--- src/rtl/alu8_pkg.sv ---
package alu8_pkg;

  localparam int DATA_W = 8;
  localparam int NIB_W  = DATA_W / 2;
  localparam int IDX_W  = $clog2(DATA_W);
  localparam int OP_W   = 4;

  // Flag byte bit positions (the layout is part of the block's contract)
  localparam int FLG_C  = 0;
  localparam int FLG_N  = 1;
  localparam int FLG_PV = 2;
  localparam int FLG_H  = 4;
  localparam int FLG_Z  = 6;
  localparam int FLG_S  = 7;

  typedef enum logic [OP_W-1:0] {
    OP_ADD  = 4'd0,
    OP_ADC  = 4'd1,
    OP_SUB  = 4'd2,
    OP_SBC  = 4'd3,
    OP_CMP  = 4'd4,
    OP_AND  = 4'd5,
    OP_OR   = 4'd6,
    OP_XOR  = 4'd7,
    OP_RLC  = 4'd8,
    OP_SLA  = 4'd9,
    OP_SL1  = 4'd10,
    OP_BIT  = 4'd11
  } aluOp_e;

  typedef enum logic [1:0] {
    SRC_ADDER,
    SRC_LOGIC,
    SRC_SHIFT,
    SRC_PASS
  } resSrc_e;

  typedef enum logic [1:0] {
    LG_AND,
    LG_OR,
    LG_XOR
  } logicSel_e;

  typedef enum logic [2:0] {
    FM_ARITH,
    FM_LOGIC,
    FM_SHIFT,
    FM_ROT,
    FM_BIT,
    FM_KEEP
  } flagMode_e;

  typedef struct packed {
    logic      subtract;   // invert B and carry-in for borrow arithmetic
    logic      useCarry;   // chain flagsIn carry into the adder
    resSrc_e   resSrc;     // which unit drives the result
    logicSel_e logicSel;   // bitwise function
    logic      shiftRot;   // circular rotate instead of shift
    logic      shiftFill;  // bit shifted into position 0
    logic      halfSet;    // half-carry value for logic ops
    flagMode_e flagMode;   // how the flag byte is built
  } aluCtrl_t;

endpackage

--- src/rtl/alu8_ctrl.sv ---
module alu8_ctrl
  import alu8_pkg::*;
(
  input  logic [OP_W-1:0] opSel,
  output aluCtrl_t        ctrl
);

  always_comb begin
    ctrl = '{
      subtract:  1'b0,
      useCarry:  1'b0,
      resSrc:    SRC_PASS,
      logicSel:  LG_AND,
      shiftRot:  1'b0,
      shiftFill: 1'b0,
      halfSet:   1'b0,
      flagMode:  FM_KEEP
    };
    case (opSel)
      OP_ADD: begin
        ctrl.resSrc   = SRC_ADDER;
        ctrl.flagMode = FM_ARITH;
      end
      OP_ADC: begin
        ctrl.resSrc   = SRC_ADDER;
        ctrl.useCarry = 1'b1;
        ctrl.flagMode = FM_ARITH;
      end
      OP_SUB: begin
        ctrl.resSrc   = SRC_ADDER;
        ctrl.subtract = 1'b1;
        ctrl.flagMode = FM_ARITH;
      end
      OP_SBC: begin
        ctrl.resSrc   = SRC_ADDER;
        ctrl.subtract = 1'b1;
        ctrl.useCarry = 1'b1;
        ctrl.flagMode = FM_ARITH;
      end
      OP_CMP: begin
        ctrl.resSrc   = SRC_PASS;
        ctrl.subtract = 1'b1;
        ctrl.flagMode = FM_ARITH;
      end
      OP_AND: begin
        ctrl.resSrc   = SRC_LOGIC;
        ctrl.logicSel = LG_AND;
        ctrl.halfSet  = 1'b1;
        ctrl.flagMode = FM_LOGIC;
      end
      OP_OR: begin
        ctrl.resSrc   = SRC_LOGIC;
        ctrl.logicSel = LG_OR;
        ctrl.flagMode = FM_LOGIC;
      end
      OP_XOR: begin
        ctrl.resSrc   = SRC_LOGIC;
        ctrl.logicSel = LG_XOR;
        ctrl.flagMode = FM_LOGIC;
      end
      OP_RLC: begin
        ctrl.resSrc   = SRC_SHIFT;
        ctrl.shiftRot = 1'b1;
        ctrl.flagMode = FM_ROT;
      end
      OP_SLA: begin
        ctrl.resSrc   = SRC_SHIFT;
        ctrl.flagMode = FM_SHIFT;
      end
      OP_SL1: begin
        ctrl.resSrc    = SRC_SHIFT;
        ctrl.shiftFill = 1'b1;
        ctrl.flagMode  = FM_SHIFT;
      end
      OP_BIT: begin
        ctrl.resSrc   = SRC_PASS;
        ctrl.flagMode = FM_BIT;
      end
      default: ;
    endcase
  end

endmodule

--- src/rtl/alu8_datapath.sv ---
module alu8_datapath
  import alu8_pkg::*;
(
  input  logic               clk,
  input  logic               rstN,
  input  logic               inValid,
  input  aluCtrl_t           ctrl,
  input  logic [DATA_W-1:0]  opA,
  input  logic [DATA_W-1:0]  opB,
  input  logic [DATA_W-1:0]  flagsIn,
  input  logic [IDX_W-1:0]   bitIdx,
  output logic               outValid,
  output logic [DATA_W-1:0]  result,
  output logic [DATA_W-1:0]  flagsOut
);

  localparam int MSB = DATA_W - 1;

  // ---------------- adder / subtractor ----------------
  logic [DATA_W-1:0] bEff;
  logic              carryIn;
  logic              cEff;
  logic [NIB_W:0]    lowSum;
  logic [DATA_W:0]   fullSum;
  logic [DATA_W-1:0] addRes;
  logic              carryOut;
  logic              halfOut;
  logic              ovf;

  always_comb begin
    bEff     = ctrl.subtract ? ~opB : opB;
    carryIn  = ctrl.useCarry & flagsIn[FLG_C];
    cEff     = ctrl.subtract ? ~carryIn : carryIn;
    lowSum   = {1'b0, opA[NIB_W-1:0]} + {1'b0, bEff[NIB_W-1:0]} + {{NIB_W{1'b0}}, cEff};
    fullSum  = {1'b0, opA} + {1'b0, bEff} + {{DATA_W{1'b0}}, cEff};
    addRes   = fullSum[DATA_W-1:0];
    carryOut = fullSum[DATA_W] ^ ctrl.subtract;
    halfOut  = lowSum[NIB_W] ^ ctrl.subtract;
    ovf      = (opA[MSB] == bEff[MSB]) && (addRes[MSB] != opA[MSB]);
  end

  // ---------------- bitwise unit ----------------
  logic [DATA_W-1:0] logRes;

  always_comb begin
    case (ctrl.logicSel)
      LG_OR:   logRes = opA | opB;
      LG_XOR:  logRes = opA ^ opB;
      default: logRes = opA & opB;
    endcase
  end

  // ---------------- shifter ----------------
  logic [DATA_W-1:0] shRes;
  logic              shLsb;

  assign shLsb = ctrl.shiftRot ? opA[MSB] : ctrl.shiftFill;
  assign shRes = {opA[MSB-1:0], shLsb};

  // ---------------- bit selector ----------------
  logic [DATA_W-1:0] bitHit;

  for (genvar i = 0; i < DATA_W; i++) begin : g_bitSel
    assign bitHit[i] = (bitIdx == IDX_W'(i)) & opA[i];
  end

  // ---------------- result mux ----------------
  logic [DATA_W-1:0] nextRes;

  always_comb begin
    case (ctrl.resSrc)
      SRC_ADDER: nextRes = addRes;
      SRC_LOGIC: nextRes = logRes;
      SRC_SHIFT: nextRes = shRes;
      default:   nextRes = opA;
    endcase
  end

  // ---------------- flag builder ----------------
  logic [DATA_W-1:0] nextFlags;

  always_comb begin
    nextFlags = '0;
    case (ctrl.flagMode)
      FM_ARITH: begin
        nextFlags[FLG_S]  = addRes[MSB];
        nextFlags[FLG_Z]  = (addRes == '0);
        nextFlags[FLG_H]  = halfOut;
        nextFlags[FLG_PV] = ovf;
        nextFlags[FLG_N]  = ctrl.subtract;
        nextFlags[FLG_C]  = carryOut;
      end
      FM_LOGIC: begin
        nextFlags[FLG_S]  = logRes[MSB];
        nextFlags[FLG_Z]  = (logRes == '0);
        nextFlags[FLG_H]  = ctrl.halfSet;
        nextFlags[FLG_PV] = ~^logRes;
      end
      FM_SHIFT: begin
        nextFlags[FLG_S]  = shRes[MSB];
        nextFlags[FLG_Z]  = (shRes == '0);
        nextFlags[FLG_PV] = ~^shRes;
        nextFlags[FLG_C]  = opA[MSB];
      end
      FM_ROT: begin
        nextFlags[FLG_S]  = flagsIn[FLG_S];
        nextFlags[FLG_Z]  = flagsIn[FLG_Z];
        nextFlags[FLG_PV] = flagsIn[FLG_PV];
        nextFlags[FLG_C]  = opA[MSB];
      end
      FM_BIT: begin
        nextFlags[FLG_S]  = flagsIn[FLG_S];
        nextFlags[FLG_Z]  = ~|bitHit;
        nextFlags[FLG_H]  = 1'b1;
        nextFlags[FLG_PV] = flagsIn[FLG_PV];
        nextFlags[FLG_C]  = flagsIn[FLG_C];
      end
      default: begin
        nextFlags[FLG_S]  = flagsIn[FLG_S];
        nextFlags[FLG_Z]  = flagsIn[FLG_Z];
        nextFlags[FLG_H]  = flagsIn[FLG_H];
        nextFlags[FLG_PV] = flagsIn[FLG_PV];
        nextFlags[FLG_N]  = flagsIn[FLG_N];
        nextFlags[FLG_C]  = flagsIn[FLG_C];
      end
    endcase
  end

  // ---------------- output register ----------------
  always_ff @(posedge clk) begin
    if (!rstN) begin
      outValid <= 1'b0;
      result   <= '0;
      flagsOut <= '0;
    end else begin
      outValid <= inValid;
      if (inValid) begin
        result   <= nextRes;
        flagsOut <= nextFlags;
      end
    end
  end

  AST_HOLD_IDLE: assert property (@(posedge clk) disable iff (!rstN)
    !$past(inValid) |-> !outValid && $stable(result) && $stable(flagsOut));

  AST_RSVD_LOW: assert property (@(posedge clk) disable iff (!rstN)
    outValid |-> !flagsOut[5] && !flagsOut[3]);

  AST_ARITH_N: assert property (@(posedge clk) disable iff (!rstN)
    ($past(inValid) && $past(ctrl.flagMode) == FM_ARITH) |-> flagsOut[FLG_N] == $past(ctrl.subtract));

endmodule

--- src/rtl/alu8_flags.sv ---
module alu8_flags
  import alu8_pkg::*;
(
  input  logic              clk,
  input  logic              rstN,
  input  logic              inValid,
  input  logic [OP_W-1:0]   opSel,
  input  logic [DATA_W-1:0] opA,
  input  logic [DATA_W-1:0] opB,
  input  logic [DATA_W-1:0] flagsIn,
  input  logic [IDX_W-1:0]  bitIdx,
  output logic              outValid,
  output logic [DATA_W-1:0] result,
  output logic [DATA_W-1:0] flagsOut
);

  aluCtrl_t ctrl;

  alu8_ctrl u_ctrl (
    .opSel (opSel),
    .ctrl  (ctrl)
  );

  alu8_datapath u_dp (
    .clk      (clk),
    .rstN     (rstN),
    .inValid  (inValid),
    .ctrl     (ctrl),
    .opA      (opA),
    .opB      (opB),
    .flagsIn  (flagsIn),
    .bitIdx   (bitIdx),
    .outValid (outValid),
    .result   (result),
    .flagsOut (flagsOut)
  );

  AST_CMP_PASSES_A: assert property (@(posedge clk) disable iff (!rstN)
    ($past(inValid) && $past(opSel) == OP_CMP) |-> result == $past(opA));

  AST_LOGIC_NO_CARRY: assert property (@(posedge clk) disable iff (!rstN)
    ($past(inValid) && ($past(opSel) == OP_AND || $past(opSel) == OP_OR || $past(opSel) == OP_XOR))
      |-> !flagsOut[FLG_C] && !flagsOut[FLG_N]);

  AST_ROT_KEEPS_SZP: assert property (@(posedge clk) disable iff (!rstN)
    ($past(inValid) && $past(opSel) == OP_RLC)
      |-> flagsOut[FLG_S] == $past(flagsIn[FLG_S]) && flagsOut[FLG_Z] == $past(flagsIn[FLG_Z])
          && flagsOut[FLG_PV] == $past(flagsIn[FLG_PV]));

  AST_BIT_KEEPS_CARRY: assert property (@(posedge clk) disable iff (!rstN)
    ($past(inValid) && $past(opSel) == OP_BIT)
      |-> flagsOut[FLG_C] == $past(flagsIn[FLG_C]) && flagsOut[FLG_H] && result == $past(opA));

  AST_SPARE_NOOP: assert property (@(posedge clk) disable iff (!rstN)
    ($past(inValid) && $past(opSel) >= 4'd12)
      |-> result == $past(opA) && flagsOut == ($past(flagsIn) & 8'hD7));

endmodule

--- config.mk ---
export PLATFORM = sky130hd
export DESIGN_NAME = alu8_flags
export DESIGN_NICKNAME = d
export VERILOG_FILES = /design/src/rtl/alu8_pkg.sv /design/src/rtl/alu8_ctrl.sv /design/src/rtl/alu8_datapath.sv /design/src/rtl/alu8_flags.sv
export SDC_FILE = /design/constraint.sdc
export NUM_CORES = 1
export LEC_CHECK = 0
export BUFFER_PORTS_ARGS = -buffer_cell sky130_fd_sc_hd__buf_2
export CORE_MARGIN = 2
export CORE_UTILIZATION = 40
export DETAILED_ROUTE_END_ITERATION = 6
export PLACE_DENSITY_LB_ADDON = 0.3
export SLEW_MARGIN = 25
export SYNTH_ARGS = -nofsm -noshare
export SYNTH_HDL_FRONTEND = slang
export SYNTH_SLANG_ARGS = --single-unit
--- constraint.sdc ---
create_clock -name clk -period 3.6 [get_ports clk]
set_clock_uncertainty 0.15 [all_clocks]
set_input_delay 0.36 -clock clk [delete_from_list [all_inputs] [get_ports clk]]
set_output_delay 0.36 -clock clk [all_outputs]
set_load 0.005 [all_outputs]
==> impl_metrics.yaml, run 1 <==
run_status:
  outcome: "complete, no violations"
yosys:
  syn_area_um2: 2331
  synth_cell_types: 56
  synthCells: 313
  yosysSeqAreaShare: 0.1288
  postSynthAreaPerCell_um2: 7.447
  async_flop_share: 0
  synth-edff-count: 0
  synthFlopType: "dfxtp_1"
  synth-seq-cells: 15
  yosys_warnings: 0
clock_tree:
  cts_tree: "built"
  cts_buffers: 3
  clock_sinks: 15
  htree_levels: 1
  clk_pin_slew_worst_paths_ps: 60
  cts-root-buf: "clkbuf_8"
  post_cts_resized: 0
  clock_path_buffers: 2
  cts_setup_buffers: 0
  clkLatencyLatePin_ps: 240
  postCtsHoldBufs: 0
power_and_ir_drop:
  power_switching_uw: 278.8
  p_int_uw: 422.5
  swShare: 0.3975
  seqPwrFrac: 0.268
  power.density_nw_per_um2: 260.3
  p_leak_nw: 1.292
  peakVddDrop_v: 0.0001546
  pwr-share-clk: 0.190
  power_frac_comb: 0.542
place:
  globalplace.congestion: 0.8972
  hpwl_mm: 5.326
  port_buffers: 46
global_routing:
  grt_usage: 0.2131
  grt_overflow_total: 0
  first_global_vias: 2271
  grt_pass1_wl_mm: 10.92
  antenna_found_initial: 0
  grt_max_degree: 22
floorplanning:
  dieWidth_um: 80.34
  die-area_um2: 6454
  die_y_um: 80.34
  ioPinCount: 51
  core-area_um2: 5574
  start_util: 0.4182
  std_cell_rows: 27
timing:
  finalSetupTns_ps: 0
  hold_viol: 0
  fmax_mhz: 312.0
  setup_viol: 0
  hold_ws_ps: 240.5
  rsz0062_at_grt: "false"
  fin_crit_sh: 0.8903
  period_minus_slack_ps: 3205
  slew-limit-headroom: 0.5576
  worst_pin_slew_ps: 660.0
  slew_violations: 0
worst_setup_path:
  critPathMaxFanout: 9
  start_kind: "input port"
  cp.arrival_ps: 3250
  critPathCaptureType: "register"
  path_class: "in2reg"
  required_ps: 3640
route:
  drtAntennaViolNets: 0
  vias_per_cell: 5.639
  drtIter0Drc: 156
  vias: 2419
  dr.pass1.iters: 6
  wl_per_cell_um: 15.58
  postRouteWirelength_mm: 6.682
  drc: 0
cells_and_area:
  area.growth.synth_to_final_pct: 15.57
  layout_common_cells: "46 x buf_2, 37 x inv_1, 35 x ha_1"
  n_antenna_cell: 0
  final_common_cell: "buf_2"
  fillers: 585
  drive_gt1_frac: 0.1933
  nNetsFinal: 429
min_path:
  hold_path.class: "in2reg"
flow_run:
  cap_violations: 0
==> power groups by stage <==
stage                     Clock [mW]  Sequential, mW  Combinational (mW)
after floorplan                    0           0.193               0.258
after global placement             0           0.191               0.367
after detailed placement           0           0.192               0.373
after CTS                      0.138           0.188               0.376
after global routing           0.145           0.190               0.425
final                          0.133           0.188               0.380
==> worst max-delay path, cell delays in order <==
cell and delay, ps:
buf_2 170, nor2_1 80, mux2i_1 230, nor2_4 60
buf_4 190, xnor2_1 190, inv_1 80, fa_1 430
nand2b_1 180, a21oi_1 230, xnor2_1 180, or4b_1 490
nor4b_2 230, o21a_1 130
==> registers in the layout, summed over array words and instances (netlist names) <==
signal / cells
u_dp.outValid: 1
u_dp.result: 8
u_dp.flagsOut: 6
==> metrics by stage <==
step | utilization | instance area (µm²) | setup slack [ps] | instances | total power [mW]
final | 0.4833 | 2694 | 394.9 | 429 | 0.7013
after detailed placement | 0.4752 | 2649 | 167.5 | 425 | 0.5648
after CTS | 0.4833 | 2694 | 425.3 | 429 | 0.7017
after floorplan | - | 2341 | 53.78 | 314 | 0.4506
after global placement | 0.4752 | 2649 | 222.2 | 425 | 0.5581
after global routing | 0.4833 | 2694 | 218.3 | 429 | 0.7597
==> final timing paths <==
| check | start | to | slack, ps | depth (start not counted) |
|---|---|---|---|---|
| max | opSel[1] | u_dp.flagsOut[6]$_SDFFE_PN0P_ | 390 | 14 |
| min | flagsIn[2] | u_dp.flagsOut[2]$_SDFFE_PN0P_ | 240 | 3 |
| max reg2reg | u_dp.flagsOut[6]$_SDFFE_PN0P_ | u_dp.flagsOut[6]$_SDFFE_PN0P_ | 2380 | 4 |
| min reg2reg | u_dp.result[7]$_SDFFE_PN0P_ | u_dp.result[7]$_SDFFE_PN0P_ | 320 | 2 |
==> area by class of cell <==
cell class,instances,area (µm²),area share
multi-input combinational,244,1814,0.6735
sequential,15,300.3,0.1115
timing repair buffer,55,297.8,0.1105
inverter,39,146.4,0.05434
tap,72,90.09,0.03344
clock buffer,4,45.04,0.01672
==> layer usage <==
metal  routed length (µm)  share of wire  vias up  track usage
li1                     -              -     1196            -
met1                 3045           0.46     1120       0.2863
met2                 3076           0.46       93       0.3542
met3                  432          0.065       10      0.02921
met4                  126          0.019        0      0.06102
met5                    0              0        -            0
==> cell usage after synthesis, types with 7 or more instances <==
cell / count / area (µm²)
inv_1: 37 / 138.9
ha_1: 35 / 437.9
a21oi_1: 26 / 130.1
nand2_1: 21 / 78.83
o21ai_0: 20 / 100.1
nor2_1: 18 / 67.56
xnor2_1: 16 / 140.1
dfxtp_1: 15 / 300.3
nand2b_1: 9 / 56.30
a221oi_1: 8 / 70.07
clkbuf_1: 8 / 30.03
nand3_1: 8 / 40.04
a31oi_1: 7 / 43.79
==> kinds of logic (layout without fill, tap and decap cells) <==
group,after synthesis,count (layout),synth area share
multiplexers,4,4,0.02791
XOR/XNOR,22,22,0.08266
flip-flops,15,15,0.1288
buffers and inverters,55,98,0.09662
AO/OA/AOI/OAI,93,93,0.2587
AND/OR/NAND/NOR,86,86,0.1986
other,1,2,0.001609
adder cells (fa/ha/maj),37,37,0.2050
(Power assumes the default switching activity.)
==> inputs of run 2 (changes only) <==
--- a/config.mk
+++ b/config.mk
@@ -8,6 +8,7 @@
 export BUFFER_PORTS_ARGS = -buffer_cell sky130_fd_sc_hd__buf_2
 export CORE_MARGIN = 2
 export CORE_UTILIZATION = 40
+export CTS_BUF_LIST = sky130_fd_sc_hd__clkbuf_2
 export DETAILED_ROUTE_END_ITERATION = 6
 export PLACE_DENSITY_LB_ADDON = 0.3
 export SLEW_MARGIN = 25
==> impl_metrics.yaml, run 2 (synthesis gave the netlist of run 1 again) <==
cells_and_area:
  n_antenna_cell: 0
  nNetsFinal: 429
  final_common_cell: "buf_2"
  area.growth.synth_to_final_pct: 14.49
  largest-register: "u_dp.result"
  design_area_um2: 2669
  reg.largest.list: "u_dp.result x8, u_dp.flagsOut x6, u_dp.outValid x1"
  layout_common_cells: "46 x buf_2, 37 x inv_1, 35 x ha_1"
  drive_gt1_frac: 0.1961
  stdcell_count: 429
  largest_reg_flops: 8
floorplanning:
  die-area_um2: 6454
  dieWidth_um: 80.34
  core-area_um2: 5574
  std_cell_rows: 27
  die_y_um: 80.34
  start_util: 0.4182
  ioPinCount: 51
clock_tree:
  clock_sinks: 15
  postCtsHoldBufs: 0
  htree_levels: 1
  cts_buffers: 3
  clkLatencyLatePin_ps: 270
  cts-root-buf: "clkbuf_2"
  clk_pin_slew_worst_paths_ps: 150
  cts_setup_buffers: 0
  cts_tree: "built"
  post_cts_resized: 0
  clock_path_buffers: 2
global_routing:
  grt_overflow_total: 0
  grt_max_degree: 22
  grt_usage: 0.2119
  first_global_vias: 2266
  antenna_found_initial: 0
  grt_pass1_wl_mm: 10.91
worst_setup_path:
  rrSetupSlack_ps: 2380
  path_delay_family: "simple AND/OR/NAND/NOR gates"
  timing.rr.end: "u_dp.flagsOut[6]$_SDFFE_PN0P_"
  worst_path_max_delay_cell: "or4b_1"
  path_class: "in2reg"
  required_ps: 3690
  rr_worst_depth: 4
  crit_chain: "buf_2, nor2_1, mux2i_1, nor2_4, buf_4, xnor2_1, inv_1, fa_1, nand2b_1, a21oi_1, xnor2_1, or4b_1, nor4b_2, o21a_1"
  path_common_cell: "xnor2_1"
  cp.arrival_ps: 3240
  critPathMaxFanout: 9
  regToRegStartpoint: "u_dp.flagsOut[6]$_SDFFE_PN0P_"
  start_kind: "input port"
  critPathMaxStageDelay_ps: 480
  critPathCaptureType: "register"
  path_buf_inv: 3
timing:
  finalSetupTns_ps: 0
  slew_violations: 0
  rsz0062_at_grt: "false"
  hold_viol: 0
  worst_pin_slew_ps: 661.3
  setup_viol: 0
  period_minus_slack_ps: 3151
  slew-limit-headroom: 0.5568
  fmax_mhz: 317.3
  fin_crit_sh: 0.8754
  hold_ws_ps: 195.2
route:
  drtAntennaViolNets: 0
  dr.pass1.iters: 4
  wl_per_cell_um: 15.41
  postRouteWirelength_mm: 6.609
  vias_per_cell: 5.604
  vias: 2404
  drtIter0Drc: 156
  drc: 0
place:
  globalplace.congestion: 0.8972
  port_buffers: 46
  placed_area_um2: 2649
  placed_cells: 425
  hpwl_mm: 5.326
power_and_ir_drop:
  p_leak_nw: 1.286
  peakVddDrop_v: 0.0001459
  finalPower_uw: 649.6
  power.density_nw_per_um2: 243.4
min_path:
  hp-start: "flagsIn[2]"
  hold_end: "u_dp.flagsOut[2]$_SDFFE_PN0P_"
  hold_path.class: "in2reg"
  whs_path_depth: 3
flow_run:
  cap_violations: 0
run_status:
  outcome: "complete, no violations"
-- run 2: cell counts in the layout (fill, tap and decap cells not counted) --
Identical to the previous run, type by type.
-- run 2: stage by stage --
stage               utilization  worst slack, ps
floorplan                     -            53.78
global placement         0.4752            222.2
detailed placement       0.4752            167.5
CTS                      0.4788            485.4
global route             0.4788            282.7
finish                   0.4788            448.6
-- run 2: metal layers --
metal  vias up  wire length (µm)  global-route usage
met5         -                 0                   0
met4         0               108             0.05085
li1       1196                 -                   -
met1      1127              3029              0.2870
met3         8               383             0.02921
met2        73              3088              0.3542
-- run 2: worst max path at each step --
stage	start	depth (start not counted)	to	slack, ps
after CTS	opSel[1]	14	u_dp.flagsOut[6]$_SDFFE_PN0P_	490
final	opSel[1]	14	u_dp.flagsOut[6]$_SDFFE_PN0P_	450
after global routing	opSel[1]	14	u_dp.flagsOut[6]$_SDFFE_PN0P_	280
after floorplan	opSel[1]	15	u_dp.flagsOut[6]$_SDFFE_PN0P_	50
after detailed placement	opSel[1]	14	u_dp.flagsOut[6]$_SDFFE_PN0P_	170
after global placement	opSel[1]	14	u_dp.flagsOut[6]$_SDFFE_PN0P_	220
-- run 2: area by class of cell --
type	count	area, µm²
Multi-Input combinational cell	244	1814
Clock buffer	4	20.02
Inverter	39	146.4
Timing Repair Buffer	55	297.8
Fill cell	587	2905
Tap cell	72	90.09
Sequential cell	15	300.3
-- run 2: worst min-delay path, delay by kind of cell --
| kind | cells | cell delay [ps] |
|---|---|---|
| buffers and inverters | 1 | 80 |
| and+or+nand+nor | 1 | 80 |
| AOI/OAI and AO/OA | 1 | 80 |
-- run 2: power breakdown --
part	internal [mW]	leakage, nW	total (mW)	switching, mW
Clock	0.0295	0.0166	0.0826	0.0531
Sequential	0.181	0.124	0.188	0.00662
Combinational	0.163	1.15	0.379	0.216
Total	0.373	1.29	0.650	0.276
